`config.mk`:
```
export PLATFORM = sky130hd
export DESIGN_NAME = stat_cal_gen
export DESIGN_NICKNAME = d
export VERILOG_FILES = /design/src/rtl/stat_cal_gen.sv
export SDC_FILE = /design/constraint.sdc
export NUM_CORES = 2
export LEC_CHECK = 0
export BUFFER_PORTS_ARGS = -buffer_cell sky130_fd_sc_hd__buf_2
export CAP_MARGIN = 15
export CORE_MARGIN = 5
export CORE_UTILIZATION = 56
export DETAILED_ROUTE_END_ITERATION = 6
export GPL_ROUTABILITY_DRIVEN = 0
export PLACE_DENSITY = 0.76
export SLEW_MARGIN = 25
export SYNTH_ARGS = -nofsm -noshare
export SYNTH_HDL_FRONTEND = slang
export SYNTH_SLANG_ARGS = --single-unit
```
`constraint.sdc`:
```
create_clock -name clk -period 4.52 [get_ports clk]
set_input_delay 0.452 -clock clk [delete_from_list [all_inputs] [get_ports clk]]
set_output_delay 0.452 -clock clk [all_outputs]
set_load 0.02 [all_outputs]
```
`src/rtl/stat_cal_gen.sv`:
```
module stat_cal_gen #(
  parameter int NUM_PORTS = 256,
  parameter int CAL_SLOTS = 256,
  parameter int REP_W     = 4,
  localparam int PORT_W   = $clog2(NUM_PORTS),
  localparam int SLOT_W   = $clog2(CAL_SLOTS)
) (
  input  logic                   clk,
  input  logic                   rst_n,
  input  logic [2*NUM_PORTS-1:0] port_status,
  input  logic [SLOT_W-1:0]      cal_len_m1,
  input  logic [REP_W-1:0]       cal_reps_m1,
  input  logic                   cal_wr_en,
  input  logic [SLOT_W-1:0]      cal_wr_slot,
  input  logic [PORT_W-1:0]      cal_wr_port,
  output logic [1:0]             stat_out
);

  localparam logic [1:0] PH_FRAME = 2'd0;
  localparam logic [1:0] PH_SLOT  = 2'd1;
  localparam logic [1:0] PH_DIP   = 2'd2;

  logic [1:0]             phase;
  logic [PORT_W-1:0]      cal [CAL_SLOTS];
  logic [2*NUM_PORTS-1:0] clean;
  logic [2*NUM_PORTS-1:0] snap;
  logic [SLOT_W-1:0]      slot, len_q;
  logic [REP_W-1:0]       rep, reps_q;
  logic [1:0]             acc;
  logic [PORT_W-1:0]      cur_port;
  logic [1:0]             cur_stat;

  for (genvar g = 0; g < NUM_PORTS; g++) begin : g_clean
    assign clean[2*g +: 2] = (port_status[2*g +: 2] == 2'b11) ? 2'b00 : port_status[2*g +: 2];
  end

  assign cur_port = cal[slot];
  assign cur_stat = (int'(cur_port) < NUM_PORTS) ? snap[{cur_port, 1'b0} +: 2] : 2'b00;

  always_comb begin
    case (phase)
      PH_SLOT: stat_out = cur_stat;
      PH_DIP:  stat_out = ~acc;
      default: stat_out = 2'b11;
    endcase
  end

  always_ff @(posedge clk or negedge rst_n) begin
    if (!rst_n) begin
      for (int i = 0; i < CAL_SLOTS; i++) cal[i] <= PORT_W'(i % NUM_PORTS);
    end else if (cal_wr_en) begin
      cal[cal_wr_slot] <= cal_wr_port;
    end
  end

  always_ff @(posedge clk or negedge rst_n) begin
    if (!rst_n) begin
      phase  <= PH_FRAME;
      snap   <= '0;
      slot   <= '0;
      len_q  <= '0;
      rep    <= '0;
      reps_q <= '0;
      acc    <= '0;
    end else begin
      case (phase)
        PH_FRAME: begin
          snap   <= clean;
          len_q  <= cal_len_m1;
          reps_q <= cal_reps_m1;
          slot   <= '0;
          rep    <= '0;
          acc    <= '0;
          phase  <= PH_SLOT;
        end
        PH_SLOT: begin
          acc <= acc ^ cur_stat;
          if (slot == len_q) begin
            slot <= '0;
            if (rep == reps_q) phase <= PH_DIP;
            else               rep   <= rep + 1'b1;
          end else begin
            slot <= slot + 1'b1;
          end
        end
        default: phase <= PH_FRAME;
      endcase
    end
  end

endmodule

```
==> impl_metrics.toml, run 1 <==
[run_status]
status = "aborted with a tool error"
haltStage = "5_1_grt"
firstError = "[ERROR GRT-0116] Global routing finished with congestion. Check the congestion regions in the DRC Viewer."

[yosys]
async_reset_ff_frac = 1.00
syn-instance-count = 9435
synth_top_cell_area_share = 0.317
yosysTopAreaCell = "dfrtp_1"
syn_nets = 9983
ys_types = 92
seq_area_frac_synth = 0.535
synth-edff-count = 0
synthTopCellsByArea = "dfrtp_1 (32%), dfstp_2 (22%), mux2_2 (19%)"
synth_ff_type = "dfrtp_1"
synth-warning-count = 0
ys_ff_latch = 2588
synth_area_um2 = 124000
syn_area_per_cell_um2 = 13.1

[global_route]
grt_max_degree = 178
grt.overflow.total = 390
grt_pass1_wl_mm = 777
track_usage = 0.460
grt_pass1_vias = 111598

[die]
start_util = 0.562
die_y_um = 480
die_x_um = 480
io_pins = 545
num_rows = 172

[clock_network]
cts_root_buffer = "clkbuf_16"
numClockSinks = 2588
cts_made_buffers = 288
cts_buffer_depth = 4
cts_max_level = 5

[placed_design]
dp_hpwl_mm = 289
io_buffers = 544
cells by family after synthesis:
kind of cell	count (synthesis)	share of synthesized area
AND/OR/NAND/NOR	1468	0.0581
AO/OA/AOI/OAI	1320	0.0675
multiplexers	2833	0.295
flip-flops	2588	0.535
XOR/XNOR	14	0.000992
adder cells (fa/ha/maj)	5	0.000506
buffers and inverters	1207	0.0437
Yosys cell counts (5+ instances only):
library cell / n
buf_4: 41
buf_2: 88
o21ai_0: 389
mux4_1: 48
and2_1: 20
buf_6: 23
a21oi_1: 210
mux2_2: 2094
nand2_1: 603
a32o_1: 12
clkbuf_1: 483
o211ai_1: 28
a21o_1: 6
and3_1: 10
a31oi_1: 20
buf_8: 13
a211oi_1: 11
o2111ai_1: 6
dfrtp_1: 1564
nand3b_1: 259
o221ai_1: 25
ha_1: 5
mux2i_1: 315
nor2_1: 267
buf_1: 19
nand4_1: 23
a22o_1: 26
inv_1: 519
nand2b_1: 23
buf_12: 17
xor2_1: 10
a21boi_0: 13
nor2b_1: 18
o31ai_1: 5
nor3_1: 97
and4_1: 8
nor4_1: 9
a22oi_1: 151
mux4_2: 370
o22ai_1: 278
a32oi_1: 28
a221oi_1: 62
or3_1: 7
nand3_1: 95
dfstp_2: 1024
per-stage QoR:
stage | TNS, ns | setup slack [ns] | instances | area (µm²)
after CTS | -5.78 | -2.10 | 14352 | 152000
after detailed placement | -6.00 | -1.80 | 13026 | 134000
after floorplan | -0.112 | -0.0572 | 9435 | 124000
after global placement | -5.84 | -1.79 | 13026 | 134000
timing repair:
item | in CTS
resized for setup | 119
endpoints found under the setup margin | 4
hold buffers | 777
hold endpoints to repair | 673
buffers inserted | 37
pin swaps | 26
cloned | 11
metal layers:
metal  GRT usage  overflow
met2       0.628       209
met1       0.522         9
met5       0.145         4
met3       0.277        29
met4       0.320       139
==> inputs of run 2 (changes only) <==
CORE_UTILIZATION = 40   (was 56)
PLACE_DENSITY = unset   (was 0.76)
PLACE_DENSITY_LB_ADDON = 0.15   (was unset)
clock period = 5.9 ns   (was 4.52 ns; I/O delays follow)
==> impl_metrics.toml, run 2 <==
[pwr]
p_sw_uw = 18500
combPwrFrac = 0.298
leakagePower_uw = 0.0677
swShare = 0.325
powerDensity_nw_per_um2 = 373
ir_worst_vdd_uv = 342
power_frac_seq = 0.373
power_frac_clock = 0.329
p_int_uw = 38500

[cells_and_area]
syn_to_final_growth_pct = 23.7
final_common_cell = "mux2_2"
multi_input_area_um2 = 52900
nFillCells = 26577
fin_nets = 11522
top_register = "cal"
largest_register_ffs = 2048
drive_gt1_frac = 0.477
reg_top3 = "cal (2048), snap (512)"
final_cell_mix = "mux2_2 (2,094), dfrtp_1 (1,558), dfstp_2 (1,024), dlygate4sd3_1 (662), nand2_1 (602)"
seqCellArea_um2 = 66100

[detailed_routing]
firstDrtPassIters = 7
drc = 2
num_vias = 88874
wire_per_inst_um = 29.5
wirelength_mm = 453
drt_iter0_markers = 7975
antenna_left = 0
avgViaCountPerCell = 5.78

[die]
core-area_um2 = 308000
die_y_um = 566
start_util = 0.401
num_rows = 204
die-area_um2 = 320000
die_x_um = 566
io_pins = 545

[run_status]
violations = "design-rule violations, negative setup slack"
status = "finished with violations"

[global_route]
grt.overflow.total = 0
antenna_found_initial = 43
grt_max_degree = 208
track_usage = 0.275
grt_pass1_vias = 91202
grt_pass1_wl_mm = 653

[timing]
finalSetupViolations = 2
maxSlewViolCount = 0
rsz0062_at_grt = "yes"
layout_setup_ws_ns = -1.18
fmax_ghz = 0.141
timing.hold.ws_ns = 0.0396
fin_skew_ns = 0.0491
relSlewSlack = 0.194
finalHoldViolations = 0
tightest_slew_ns = 1.20
fin_crit_ns = 7.08
post-route-period-util = 1.20

[flow_run]
maxCapViolCount = 0

[clock_network]
clock_latency_ns = 0.90
cts_made_buffers = 296
cts_max_level = 5
clk_pin_slew_ns = 0.06
cts_buffer_depth = 4
cts_tree = "yes"
cts_root_buffer = "clkbuf_16"
numClockSinks = 2588

[yosys]
synthTopCellsByCount = "mux2_2 (2,094), dfrtp_1 (1,564), dfstp_2 (1,024)"
synth-edff-count = 0
ys_ff_latch = 2588
synthTopCellsByArea = "dfrtp_1 (32%), dfstp_2 (22%), mux2_2 (19%)"
syn_nets = 9983
synth_top_cell_area_share = 0.317
async_reset_ff_frac = 1.00
seq_area_frac_synth = 0.535
synth-warning-count = 0
yosysTopAreaCell = "dfrtp_1"
synth_area_um2 = 124000
syn-instance-count = 9435
ys_types = 92
synth_ff_type = "dfrtp_1"
synth.most_common_cell = "mux2_2"
syn_area_per_cell_um2 = 13.1

[worst_setup_path]
path_cells = "buf_12 > buf_16 > buf_16 > mux4_2 > nor2_1 > o311a_1 > o211ai_1 > nand4_1 > buf_4 > or2_4 > and2_4 > buf_12 > buf_6 > a32oi_4 > a21oi_2 > a2111o_1 > nor4b_4 > a22oi_2 > nand3_2 > buf_6"
critPathMaxStageDelay_ns = 0.65
reg2reg_slack_ns = 0.12
cp.arrival_ns = 6.49
crit_required_ns = 5.31
start_kind = "flop"
cpMaxStageDelayCell = "nand4_1"
cp-end-kind = "output port"
critical_path_class = "flop to output port"
path_max_fanout = 15

[placed_design]
place_ws_ns = -0.884
io_buffers = 544
dp_hpwl_mm = 310

[min_path]
holdCritPathClass = "input port to flop"
==> run 2: layer usage <==
| layer | GRT usage | part of all wire | vias to the layer above | routed length [µm] |
|---|---|---|---|---|
| li1 | - | - | 37439 | - |
| met1 | 0.384 | 0.43 | 47081 | 195000 |
| met2 | 0.427 | 0.46 | 3446 | 206000 |
| met3 | 0.0456 | 0.067 | 892 | 30300 |
| met4 | 0.116 | 0.046 | 16 | 20900 |
| met5 | 0 | 0.00023 | - | 106 |
==> run 2: worst paths after layout <==
| check | from | cells past startpoint | to |
|---|---|---|---|
| worst max-delay path | slot[0] | 20 | stat_out[0] |
| worst min-delay path | port_status[256] | 3 | snap[257] |
| worst max register to register | slot[0] | 21 | acc[1] |
| worst min register to register | acc[1] | 1 | acc[1] |
| max in group asynchronous | rst_n | 4 | snap[50] |
| min in group asynchronous | rst_n | 2 | cal[1894] |
==> run 2: logic make-up after synthesis <==
group	after synthesis	share of synthesized area
flip-flops	2588	0.535
buffers and inverters	1207	0.0437
AO/OA/AOI/OAI	1320	0.0675
AND/OR/NAND/NOR	1468	0.0581
multiplexers	2833	0.295
XOR/XNOR	14	0.000992
adder cells (fa/ha/maj)	5	0.000506
==> run 2: cell type report <==
class	count	area share
flip-flops and latches	2588	0.432
multi-input cells	5640	0.346
repair buffers	1926	0.110
clock buffers	461	0.0575
well taps	4120	0.0337
inverters	522	0.0129
clock inverters	79	0.00690
diodes	28	0.000459
==> run 2: critical path, delay by kind of cell (launching register included) <==
kind / cells / cell delay [ns]
AOI/OAI and AO/OA: 6 / 1.56
buffers and inverters: 7 / 1.37
DFF: 1 / 0.54
muxes: 1 / 0.35
and+or+nand+nor: 6 / 1.67
==> run 2: through the flow <==
| stage | TNS, ns | cell area (µm²) | util | power (µW) | std cells |
|---|---|---|---|---|---|
| after floorplan | 0 | 124000 | - | 30000 | 9435 |
| after global placement | -2.29 | 135000 | 0.437 | 36200 | 14079 |
| after detailed placement | -1.88 | 135000 | 0.438 | 36400 | 14081 |
| after CTS | -2.12 | 152000 | 0.494 | 56900 | 15313 |
| after global routing | -2.48 | 153000 | 0.495 | 59200 | 15352 |
| final | -2.30 | 153000 | 0.496 | 57000 | 15364 |
==> run 2: timing repair <==
action                     CTS  global route
gates resized for setup    109            48
hold buffers               662             0
gates cloned                 3             4
setup buffers               27            17
hold endpoints to repair   515             0
setup endpoints to repair    4             4
pin swaps                   19            17
==> run 2: power groups by stage <==
stage          sequential [µW]  clock, µW  combinational (µW)
6_report                 21300      18700               17000
5_1_grt                  21400      19800               18000
4_1_cts                  21200      19100               16600
3_5_place_dp             21500          0               14900
3_3_place_gp             21400          0               14800
2_1_floorplan            21000          0                8960
Power figures use the tool's default switching activity.
